**config.mk**
```make
export PLATFORM = sky130hd
export DESIGN_NAME = fault_kill_ctrl
export DESIGN_NICKNAME = d
export VERILOG_FILES = /design/src/rtl/fkc_pkg.sv /design/src/rtl/fkc_prescaler.sv /design/src/rtl/fkc_sync.sv /design/src/rtl/fkc_detect.sv /design/src/rtl/fault_kill_ctrl.sv
export SDC_FILE = /design/constraint.sdc
export NUM_CORES = 1
export LEC_CHECK = 0
export ABC_AREA = 1
export BUFFER_PORTS_ARGS = -buffer_cell sky130_fd_sc_hd__buf_2
export CAP_MARGIN = 0
export CORE_ASPECT_RATIO = 1.2
export CORE_MARGIN = 2
export CORE_UTILIZATION = 46
export CTS_CLUSTER_SIZE = 10
export DETAILED_ROUTE_END_ITERATION = 16
export PLACE_DENSITY = 0.67
export SLEW_MARGIN = 20
export SYNTH_ARGS = -nofsm -noshare
export SYNTH_HDL_FRONTEND = slang
export SYNTH_SLANG_ARGS = --single-unit
```
**constraint.sdc**
```tcl
create_clock -name clk -period 1.5 [get_ports clk]
set_input_delay 0.3 -clock clk [delete_from_list [all_inputs] [get_ports clk]]
set_output_delay 0.3 -clock clk [all_outputs]
set_load 0.05 [all_outputs]
```
**src/rtl/fkc_pkg.sv**
```systemverilog
package fkc_pkg;

  // Per-input detection mode codes (field value in the mode register)
  typedef enum logic [1:0] {
    DET_EDGE  = 2'd0,
    DET_LVL_A = 2'd1,
    DET_LVL_B = 2'd2,
    DET_LVL_C = 2'd3
  } det_mode_e;

  localparam int N_RATES = 3;

  localparam logic [1:0] ADDR_MODE = 2'd0;
  localparam logic [1:0] ADDR_FLAG = 2'd1;
  localparam logic [1:0] ADDR_IE   = 2'd2;

endpackage

```
**src/rtl/fkc_prescaler.sv**
```systemverilog
module fkc_prescaler
  import fkc_pkg::*;
#(
  parameter int SH_A = 3,
  parameter int SH_B = 4,
  parameter int SH_C = 7
) (
  input  logic               clk,
  input  logic               rst_n,
  output logic [N_RATES-1:0] tick
);

  localparam int CW = (SH_C > SH_B) ? ((SH_C > SH_A) ? SH_C : SH_A)
                                    : ((SH_B > SH_A) ? SH_B : SH_A);

  logic [CW-1:0] cnt_q;

  always_ff @(posedge clk or negedge rst_n) begin
    if (!rst_n) cnt_q <= '0;
    else        cnt_q <= cnt_q + 1'b1;
  end

  for (genvar k = 0; k < N_RATES; k++) begin : g_tick
    localparam int S = (k == 0) ? SH_A : ((k == 1) ? SH_B : SH_C);
    assign tick[k] = (cnt_q[S-1:0] == {S{1'b1}});
  end

  // Slower ticks coincide with faster ones (shifts are ordered)
  for (genvar k = 1; k < N_RATES; k++) begin : g_nest
    assert_tick_nested_R4: assert property (@(posedge clk) disable iff (!rst_n)
      tick[k] |-> tick[k-1]);
  end

endmodule

```
**src/rtl/fkc_sync.sv**
```systemverilog
module fkc_sync #(
  parameter int N      = 3,
  parameter int STAGES = 2
) (
  input  logic         clk,
  input  logic         rst_n,
  input  logic [N-1:0] din,
  output logic [N-1:0] dout
);

  logic [N-1:0] st_q [STAGES];

  always_ff @(posedge clk or negedge rst_n) begin
    if (!rst_n) begin
      for (int s = 0; s < STAGES; s++) st_q[s] <= '1;
    end else begin
      st_q[0] <= din;
      for (int s = 1; s < STAGES; s++) st_q[s] <= st_q[s-1];
    end
  end

  assign dout = st_q[STAGES-1];

endmodule

```
**src/rtl/fkc_detect.sv**
```systemverilog
module fkc_detect
  import fkc_pkg::*;
#(
  parameter int CW = 4
) (
  input  logic               clk,
  input  logic               rst_n,
  input  det_mode_e          mode,
  input  logic               s_n,
  input  logic [N_RATES-1:0] tick,
  input  logic               clr,
  output logic               flag,
  output logic               hold
);

  logic          prev_q;
  logic [CW-1:0] cnt_q;
  logic          flag_q;
  logic          lvl, sel_tick, full, hit;

  assign lvl  = (mode != DET_EDGE);
  assign full = (cnt_q == {CW{1'b1}});

  always_comb begin
    unique case (mode)
      DET_LVL_A: sel_tick = tick[0];
      DET_LVL_B: sel_tick = tick[1];
      DET_LVL_C: sel_tick = tick[2];
      default:   sel_tick = 1'b0;
    endcase
  end

  assign hit  = lvl ? (sel_tick & ~s_n & full) : (prev_q & ~s_n);
  assign hold = lvl ? (~s_n & full) : hit;

  always_ff @(posedge clk or negedge rst_n) begin
    if (!rst_n) begin
      prev_q <= 1'b1;
      cnt_q  <= '0;
      flag_q <= 1'b0;
    end else begin
      prev_q <= s_n;
      if (!lvl || s_n)         cnt_q <= '0;
      else if (sel_tick && !full) cnt_q <= cnt_q + 1'b1;
      flag_q <= hit | (flag_q & ~(clr & ~hold));
    end
  end

  assign flag = flag_q;

  assert_cnt_clear_R3: assert property (@(posedge clk) disable iff (!rst_n)
    (lvl && s_n) |=> (cnt_q == '0));

  assert_lvl_needs_full_R3: assert property (@(posedge clk) disable iff (!rst_n)
    ($rose(flag_q) && $past(lvl)) |-> ($past(cnt_q) == {CW{1'b1}} && !$past(s_n)));

  assert_edge_needs_fall_R2: assert property (@(posedge clk) disable iff (!rst_n)
    ($rose(flag_q) && !$past(lvl)) |-> ($past(prev_q) && !$past(s_n)));

  assert_clear_blocked_R8: assert property (@(posedge clk) disable iff (!rst_n)
    (flag_q && clr && hold) |=> flag_q);

endmodule

```
**src/rtl/fault_kill_ctrl.sv**
```systemverilog
module fault_kill_ctrl
  import fkc_pkg::*;
#(
  parameter int N_IN  = 3,
  parameter int N_PH  = 3,
  parameter int SMP_W = 4,
  parameter int SH_A  = 3,
  parameter int SH_B  = 4,
  parameter int SH_C  = 7
) (
  input  logic                clk,
  input  logic                rst_n,
  input  logic [N_IN-1:0]     fault_n,
  input  logic                standby,
  input  logic                osc_halt,
  input  logic                reg_we,
  input  logic [1:0]          reg_waddr,
  input  logic [2*N_IN-1:0]   reg_wdata,
  input  logic [1:0]          reg_raddr,
  output logic [2*N_IN-1:0]   reg_rdata,
  output logic [2*N_PH-1:0]   pad_en,
  output logic                irq
);

  localparam int DW    = 2 * N_IN;
  localparam int N_PAD = 2 * N_PH;

  logic [N_IN-1:0]    s_n, flag, hold, clr, ie_q;
  logic [DW-1:0]      mode_q;
  logic [N_RATES-1:0] tick;
  logic               kill_q;

  fkc_sync #(.N(N_IN), .STAGES(2)) u_sync (
    .clk(clk), .rst_n(rst_n), .din(fault_n), .dout(s_n)
  );

  fkc_prescaler #(.SH_A(SH_A), .SH_B(SH_B), .SH_C(SH_C)) u_pre (
    .clk(clk), .rst_n(rst_n), .tick(tick)
  );

  assign clr = (reg_we && reg_waddr == ADDR_FLAG) ? reg_wdata[N_IN-1:0] : '0;

  for (genvar i = 0; i < N_IN; i++) begin : g_in
    fkc_detect #(.CW(SMP_W)) u_det (
      .clk(clk), .rst_n(rst_n),
      .mode(det_mode_e'(mode_q[2*i +: 2])),
      .s_n(s_n[i]), .tick(tick), .clr(clr[i]),
      .flag(flag[i]), .hold(hold[i])
    );
  end

  always_ff @(posedge clk or negedge rst_n) begin
    if (!rst_n) begin
      mode_q <= '0;
      ie_q   <= '0;
      kill_q <= 1'b0;
    end else begin
      if (reg_we && reg_waddr == ADDR_MODE) mode_q <= reg_wdata;
      if (reg_we && reg_waddr == ADDR_IE)   ie_q   <= reg_wdata[N_IN-1:0];
      kill_q <= (|flag) | standby | osc_halt;
    end
  end

  assign pad_en = {N_PAD{~kill_q}};
  assign irq    = |(flag & ie_q);

  always_comb begin
    reg_rdata = '0;
    unique case (reg_raddr)
      ADDR_MODE: reg_rdata = mode_q;
      ADDR_FLAG: reg_rdata[N_IN-1:0] = flag;
      ADDR_IE:   reg_rdata[N_IN-1:0] = ie_q;
      default:   reg_rdata = '0;
    endcase
  end

  assert_kill_on_flag_R5: assert property (@(posedge clk) disable iff (!rst_n)
    (|flag) |=> (pad_en == '0));

  assert_kill_on_standby_R6: assert property (@(posedge clk) disable iff (!rst_n)
    (standby || osc_halt) |=> (pad_en == '0));

  assert_release_R7: assert property (@(posedge clk) disable iff (!rst_n)
    (!(|flag) && !standby && !osc_halt) |=> (pad_en == {N_PAD{1'b1}}));

  assert_irq_needs_flag_R9: assert property (@(posedge clk) disable iff (!rst_n)
    irq |-> (|flag));

endmodule

```
Yosys cells after proc, flatten, opt, wreduce, memory -nomap -nowiden
Index checks and enable logic that the tools add are counted.
{"block": "op_classes", "add_sub_neg": 4, "n_eq_ne": 19, "mux": 18, "bitwise": 34, "n_reduce_logical": 25}
{"cell": "4-bit two-way mux", "n": 6}
{"cell": "1-bit AND", "n": 18}
{"cell": "2-bit == test (second input constant)", "n": 8}
{"cell": "4-bit == test (second input constant)", "n": 4}
{"cell": "4-bit by 1-bit adder with 4-bit output (second input constant)", "n": 3}
{"cell": "2-bit nonzero test", "n": 6}
{"cell": "2-bit by 1-bit == test with 1-bit output (second input constant)", "n": 5}
{"cell": "1-bit inverter", "n": 10}
{"cell": "1-bit case mux with 3 select lines", "n": 3}
{"cell": "3-bit case mux with 3 select lines", "n": 1}
{"cell": "7-bit by 1-bit adder with 7-bit output (second input constant)", "n": 1}
{"cell": "7-bit == test (second input constant)", "n": 1}
{"cell": "1-bit logical AND", "n": 6}
{"cell": "1-bit zero test", "n": 6}
{"cell": "1-bit two-way mux", "n": 6}
{"cell": "3-bit two-way mux", "n": 2}
{"cell": "3-bit OR reduction", "n": 2}
{"cell": "1-bit bitwise OR", "n": 5}
{"cell": "2-bit zero test", "n": 2}
{"cell": "3-bit AND", "n": 1}
{"cell": "3-bit == test (second input constant)", "n": 1}
{"cell": "1-bit logical OR", "n": 3}
{"block": "totals", "ff_bits": 41, "in_bits": 18, "output_inout_bits": 13, "wordCells": 115}

Longest topological paths before layout
Gate-level depths: netlist (run 1).
{"block": "logic_depth", "depth_word": 11, "depth_mapped": 8, "depth_no_buf": 8}

Hierarchy
From an unflattened synthesis (run 1), not the netlist that was laid out.
{"block": "hier_totals", "hier_cells": 291, "hier_area_um2": 2391.0}
{"mod": "fkc_detect", "instances": 3, "cells_per_inst": 55, "area_per_inst_um2": 431.7, "seq_area_each_um2": 151.4}
{"mod": "fault_kill_ctrl", "instances": 1, "cells_per_inst": 85, "area_per_inst_um2": 603.1, "seq_area_each_um2": 250.2}
{"mod": "fkc_prescaler", "instances": 1, "cells_per_inst": 32, "area_per_inst_um2": 312.8, "seq_area_each_um2": 175.2}
{"mod": "fkc_sync", "instances": 1, "cells_per_inst": 9, "area_per_inst_um2": 180.2, "seq_area_each_um2": 157.7}

Worst setup path after synthesis (run 1)
Ideal clock, no wire load.
{"block": "synth_timing", "path_type": "input to output", "from": "in reg_raddr[0]", "to": "out reg_rdata[1]", "arrival_ps": 1462, "required_time_ps": 1200, "path_slack_ps": -262, "cell_stages": 3, "path_buffers": 0, "path_cell_list": "inv_1 -> or2_2 -> o221ai_1"}
{"block": "synth_between", "elab_chain_len": 2, "word_cells_on_any_way": 4, "classes_between": "eq/ne (2); mux (1); reduce/logical (1)"}
{"item": "start: declaration", "line_no": "fault_kill_ctrl.sv:19", "rtl": "input logic [1:0] reg_raddr,"}
{"item": "2-bit == test (tied with other cells)", "line_no": "fault_kill_ctrl.sv:69", "rtl": "unique case (reg_raddr)"}
{"item": "3-bit case mux with 3 select lines *", "line_no": "fault_kill_ctrl.sv:69"}
{"item": "end: declaration", "line_no": "fault_kill_ctrl.sv:20", "rtl": "output logic [2*N_IN-1:0] reg_rdata,"}
Every way passes the cells marked *; elsewhere a longest branch is shown, timed or not.

Worst setup path in the final report (run 1)
{"block": "layout_timing", "from": "reg mode_q[4]", "to": "out reg_rdata[4]"}
{"block": "layout_between", "elab_chain_len": 1}
{"item": "start: declaration", "line_no": "fault_kill_ctrl.sv:29", "rtl": "logic [DW-1:0] mode_q;"}
{"item": "start signal: assignment", "line_no": "fault_kill_ctrl.sv:58", "rtl": "if (reg_we && reg_waddr == ADDR_MODE) mode_q <= reg_wdata;"}
{"item": "3-bit two-way mux", "line_no": "fault_kill_ctrl.sv:69"}
No other way between the ends.

==> results of run 1 <==
==> sequential cells by signal (all words and copies together) (netlist names) <==
name	flops
g_in.u_det.cnt_q	12
ie_q	3
g_in.u_det.flag	3
u_sync.dout	3
u_sync.st_q	3
u_pre.cnt_q	7
kill_q	1
g_in.u_det.prev_q	3
mode_q	6
==> where the power goes <==
group          internal, mW  switching (mW)  leakage, nW
Sequential             1.20          0.0848        0.494
Combinational         0.162           0.329        0.759
Clock                 0.323           0.369       0.0450
Total                  1.68           0.783         1.30
==> cell families (layout without fill, tap and decap cells) <==
group | Yosys count | in the layout
and+or+nand+nor | 138 | 138
DFF | 41 | 41
buffers and inverters | 35 | 74
AOI/OAI and AO/OA | 16 | 16
adders and majority gates | 5 | 5
xor gates and xnor gates | 5 | 5
==> per-layer routing <==
metal  GRT usage  vias up  wire (um)
li1            -      848          -
met1      0.2307      775       1819
met4     0.08125        0         77
met2      0.2898       35       1960
met5           0        -          0
met3     0.03478        7        139
==> cell type report <==
class,count,share of cell area
tap,56,0.02846
multi-input combinational,164,0.3684
clock inverter,2,0.004065
timing repair buffer,37,0.09858
clock buffer,6,0.02947
sequential,41,0.4217
inverter,29,0.04929
==> placed cells by master, fill, tap and decap left out, types with 3 or more instances in the layout <==
master / synthesis / routed
nand4_1: 9 / 9
dfrtp_1: 32 / 31
nand3_4: 2 / 3
xor2_1: 5 / 5
nor2_1: 19 / 18
buf_2: 1 / 23
nor3_1: 5 / 5
nand3_1: 30 / 30
nand2_2: 4 / 4
buf_4: 5 / 8
o21ai_0: 10 / 10
nand2_1: 58 / 58
a21oi_1: 3 / 3
dfstp_2: 9 / 9
nand3_2: 4 / 3
ha_1: 5 / 3
inv_1: 29 / 27
clkbuf_8: 0 / 5
nor2_2: 3 / 4
==> metrics by stage <==
| stage | total power, mW | hold slack (ps) | utilization |
|---|---|---|---|
| 6_report | 2.467 | 101.5 | 0.5734 |
| 5_1_grt | 2.607 | 86.90 | 0.5734 |
| 4_1_cts | 2.483 | 92.21 | 0.5618 |
| 3_5_place_dp | 1.768 | 289.2 | 0.5370 |
| 3_3_place_gp | 1.762 | 288.1 | 0.5370 |
| 2_1_floorplan | 1.628 | 4.409 | - |
==> final timing paths <==
path / from / to / slack [ps] / cells past startpoint
min in group asynchronous: rst_n / mode_q[5]$_DFFE_PN0P_ / 490 / 3
hold reg to reg: u_sync.st_q[4]$_DFF_PN1_ / u_sync.dout[1]$_DFF_PN1_ / 360 / 0
max in group asynchronous: rst_n / u_sync.st_q[3]$_DFF_PN1_ / 730 / 3
setup / recovery: mode_q[4]$_DFFE_PN0P_ / reg_rdata[4] / 50 / 3
setup reg to reg: u_pre.cnt_q[0]$_DFF_PN0_ / g_in[1].u_det.cnt_q[1]$_DFFE_PN0P_ / 120 / 7
hold / removal: fault_n[2] / u_sync.st_q[5]$_DFF_PN1_ / 100 / 1
==> critical path: stages (launching register included) <==
cell	delay (ps)
dfrtp_1	410
inv_1	80
nor2_1	150
buf_4	220
==> repair_timing <==
item	CTS	global route
hold endpoints to repair	32	0
gates resized for setup	5	11
pin swaps	0	1
setup endpoints to repair	4	14
setup buffers	0	3
hold buffers	1	0
==> impl_metrics.env, run 1 <==
export IMPL_design_area_um2=2462
export IMPL_rows=26
export IMPL_critical_path_class="register to output port"
export IMPL_core_area_um2=4294
export IMPL_synth_common_cells="nand2_1, dfrtp_1, nand3_1"
export IMPL_antenna_left=0
export IMPL_viasPerCell=4.970
export IMPL_cp_required_ps=1200
export IMPL_grt_pass1_wl_um=6934
export IMPL_period_needed_ps=1447
export IMPL_drt_total_wl_um=3997
export IMPL_multi_input_area_um2=907.1
export IMPL_max_slew_margin_rel=0.6674
export IMPL_place_gp_congestion=0.8203
export IMPL_place_inst=323
export IMPL_synth_cell_types=23
export IMPL_yosysSeqAreaShare=0.5006
export IMPL_via_count=1665
export IMPL_syn_cell_area_um2=2072
export IMPL_cts_buffers=5
export IMPL_synth_xor_area_frac=0.02114
export IMPL_synth_most_common_cell="nand2_1"
export IMPL_die_area_um2=5059
export IMPL_worst_slack_ps=53.44
export IMPL_finClkSkew_ps=9.600
export IMPL_worst_ir_drop_vdd_mv=0.6623
export IMPL_grt_max_degree=42
export IMPL_die_x_um=65.27
export IMPL_setup_violations=0
export IMPL_yosys_most_used_dff="dfrtp_1"
export IMPL_max_cap_violations=0
export IMPL_place_area_um2=2306
export IMPL_antenna_found_initial=0
export IMPL_synth_avg_cell_area_um2=8.633
export IMPL_place_hpwl_um=2947
export IMPL_layout_nets=301
export IMPL_area_growth_pct=18.84
export IMPL_diodes=0
export IMPL_cts_buffer_depth=2
export IMPL_synth_area_top_cells="dfrtp_1, dfstp_2, nand2_1"
export IMPL_grt_overflow_total=0
export IMPL_initial_core_util=0.4825
export IMPL_wl_per_cell_um=11.93
export IMPL_fillers=412
export IMPL_grt_pass1_vias=1557
export IMPL_period_share=0.9644
export IMPL_synth_edff_count=0
export IMPL_worst_pin_slew_ps=493.7
export IMPL_clk_latency_ps=290
export IMPL_io_buffers=30
export IMPL_drtIter0Drc=71
export IMPL_drcViolationCount=0
export IMPL_yosysTopAreaCellShare=0.3865
export IMPL_pwr_density_cell_nw_per_um2=1002
export IMPL_maxSlewViolCount=0
export IMPL_hold_class="primary input to register"
export IMPL_root_buffer="clkbuf_8"
export IMPL_ios=31
export IMPL_ys_warn_count=0
export IMPL_critPathArrivalTime_ps=1150
export IMPL_cp_end_kind="output port"
export IMPL_yosys_area_share_simple=0.3321
export IMPL_synth_compound_area_share=0.04287
export IMPL_clk_pin_slew_ps=70
export IMPL_synthMuxAreaShare=0
export IMPL_yosysTopAreaCell="dfrtp_1"
export IMPL_crit_path_start_kind="register"
export IMPL_cts_num_sinks=41
export IMPL_max_freq_mhz=691.3
export IMPL_crit_fanout=4
export IMPL_status="completed"
export IMPL_cts_tree="built"
export IMPL_syn_num_nets=263
export IMPL_post_place_ws_ps=-12.06
export IMPL_syn_inst=240
export IMPL_grt_use_total=0.1792
export IMPL_async_reset_ff_frac=1.000
export IMPL_tns_ps=0
export IMPL_synth_seq_cells=41
export IMPL_drive_above_1_share=0.2724
export IMPL_layout_cells_non_filler=335
export IMPL_h_tree_depth=2
export IMPL_register_area_um2=1039
export IMPL_die_y_um=77.52
export IMPL_p_leak_nw=1.297
export IMPL_synth_top_family_by_area="simple AND/OR/NAND/NOR gates"
export IMPL_drtPass1Iterations=6
export IMPL_hold_violations=0
export IMPL_synthAdderAreaFrac=0.03019
Power figures use the tool's default switching activity.
==> inputs of run 2 (changes only) <==
- CORE_MARGIN: 2 -> 4
- clock period: 1.5 -> 1.8 ns (I/O delays scaled with it)
==> impl_metrics.env, run 2 (same netlist as run 1, synthesis figures left out) <==
export IMPL_status="completed"
export IMPL_crit_slowest_cell="buf_2"
export IMPL_drtIter0Drc=108
export IMPL_pwr_density_cell_nw_per_um2=926.2
export IMPL_fin_util=0.5583
export IMPL_die_y_um=81.52
export IMPL_fillers=424
export IMPL_cts_hold_buffers=0
export IMPL_cts_resized_gates=0
export IMPL_hold_class="primary input to asynchronous set/reset pin"
export IMPL_diodes=0
export IMPL_period_needed_ps=1656
export IMPL_drtPass1Iterations=4
export IMPL_dr_max_layer_used="met4"
export IMPL_crit_fanout=5
export IMPL_reg2reg_to="g_in[0].u_det.cnt_q[1]$_DFFE_PN0P_"
export IMPL_antenna_found_initial=0
export IMPL_grt_max_degree=22
export IMPL_grt_pass1_vias=1578
export IMPL_cp_buffers_inverters=3
export IMPL_place_hpwl_um=3038
export IMPL_wl_met2_um=1944
export IMPL_core_area_um2=4294
export IMPL_worst_ir_drop_vdd_mv=0.5644
export IMPL_registers_top_by_ff_count="g_in.u_det.cnt_q"
export IMPL_register_area_um2=1037
export IMPL_worstReg2RegStart="u_pre.cnt_q[0]$_DFF_PN0_"
export IMPL_rows=26
export IMPL_grt_overflow_total=0
export IMPL_grt_use_total=0.1618
export IMPL_ios=31
export IMPL_clk_latency_ps=300
export IMPL_drt_total_wl_um=4110
export IMPL_worst_slack_ps=144.1
export IMPL_initial_core_util=0.4825
export IMPL_rsz0062_at_grt="no"
export IMPL_crit_top_cell="buf_2"
export IMPL_met1Wirelength_um=1961
export IMPL_critPathArrivalTime_ps=1300
export IMPL_post_cts_buffers=0
export IMPL_largest_register_ffs=12
export IMPL_tns_ps=0
export IMPL_max_cap_violations=0
export IMPL_finClkSkew_ps=7.340
export IMPL_drcViolationCount=0
export IMPL_area_growth_pct=15.70
export IMPL_hold_violations=0
export IMPL_critical_path_class="primary input to output port"
export IMPL_grt_pass1_wl_um=7251
export IMPL_multi_input_area_um2=892.1
export IMPL_via_count=1619
export IMPL_h_tree_depth=2
export IMPL_place_inst=321
export IMPL_cp_end_kind="output port"
export IMPL_setup_violations=0
export IMPL_root_buffer="clkbuf_8"
export IMPL_cts_buffer_depth=2
export IMPL_io_buffers=30
export IMPL_reg2reg_depth=7
export IMPL_wl_per_cell_um=12.49
export IMPL_antenna_left=0
export IMPL_p_leak_nw=1.281
export IMPL_drive_above_1_share=0.2418
export IMPL_largestRegisters="g_in.u_det.cnt_q (12), u_pre.cnt_q (7), mode_q (6)"
export IMPL_wl_met3_um=152
export IMPL_layout_nets=295
export IMPL_viasPerCell=4.921
export IMPL_cts_num_sinks=41
export IMPL_max_stage_delay_ps=280
export IMPL_cts_tree="built"
export IMPL_whs_ps=24.70
export IMPL_cp_cell_sequence="buf_2 -> nor2_1 -> inv_1 -> o221ai_2 -> buf_2"
export IMPL_die_x_um=69.27
export IMPL_die_area_um2=5646
export IMPL_place_area_um2=2281
export IMPL_place_gp_congestion=0.8549
export IMPL_clk_pin_slew_ps=80
export IMPL_crit_path_start_kind="primary input"
export IMPL_layout_cells_non_filler=329
export IMPL_cp_required_ps=1440
export IMPL_worst_pin_slew_ps=513.9
export IMPL_period_share=0.9200
export IMPL_max_freq_mhz=603.9
export IMPL_finalPower_mw=2.220
export IMPL_cp_top_family="buffers and inverters"
export IMPL_max_slew_margin_rel=0.6574
export IMPL_maxSlewViolCount=0
export IMPL_post_place_ws_ps=146.4
export IMPL_final_cell_mix="nand2_1, dfrtp_1, nand3_1, buf_2, inv_1"
export IMPL_final_common_cell="nand2_1"
export IMPL_cts_buffers=5
export IMPL_design_area_um2=2397
export IMPL_rrSetupSlack_ps=380
[run 2: worst max path at each step]
stage	from	to	slack, ps	depth (start not counted)
global route	reg_raddr[1]	reg_rdata[1]	40	5
finish	reg_raddr[1]	reg_rdata[1]	140	5
floorplan	reg_raddr[0]	reg_rdata[0]	8	3
CTS	reg_raddr[1]	reg_rdata[1]	150	5
global placement	reg_raddr[1]	reg_rdata[1]	190	5
detailed placement	reg_raddr[1]	reg_rdata[1]	150	5
[run 2: power breakdown]
part | total (mW) | switching, mW | internal [mW]
Clock | 0.771 | 0.319 | 0.452
Sequential | 1.07 | 0.0701 | 0.998
Combinational | 0.380 | 0.269 | 0.111
Total | 2.22 | 0.659 | 1.56
[run 2: worst register-to-register path, cell delays in order (launching register included)]
cell,delay [ps]
dfrtp_1,400
ha_1,230
ha_1,250
nand2_1,130
nand3_2,130
nand2_2,120
nand2_1,50
nand2_1,50
[run 2: layout make-up]
| cell class | instances | share of cell area |
|---|---|---|
| Sequential cell | 41 | 0.4327 |
| Multi-Input combinational cell | 164 | 0.3721 |
| Timing Repair Buffer | 31 | 0.07098 |
| Inverter | 29 | 0.04645 |
| Clock buffer | 7 | 0.03601 |
| Tap cell | 56 | 0.02923 |
| Clock inverter | 1 | 0.01253 |
[run 2: per-layer routing]
layer | vias up | GRT usage
met4 | 0 | 0.05859
li1 | 841 | -
met3 | 5 | 0.03672
met5 | - | 0
met1 | 750 | 0.2134
met2 | 23 | 0.2634
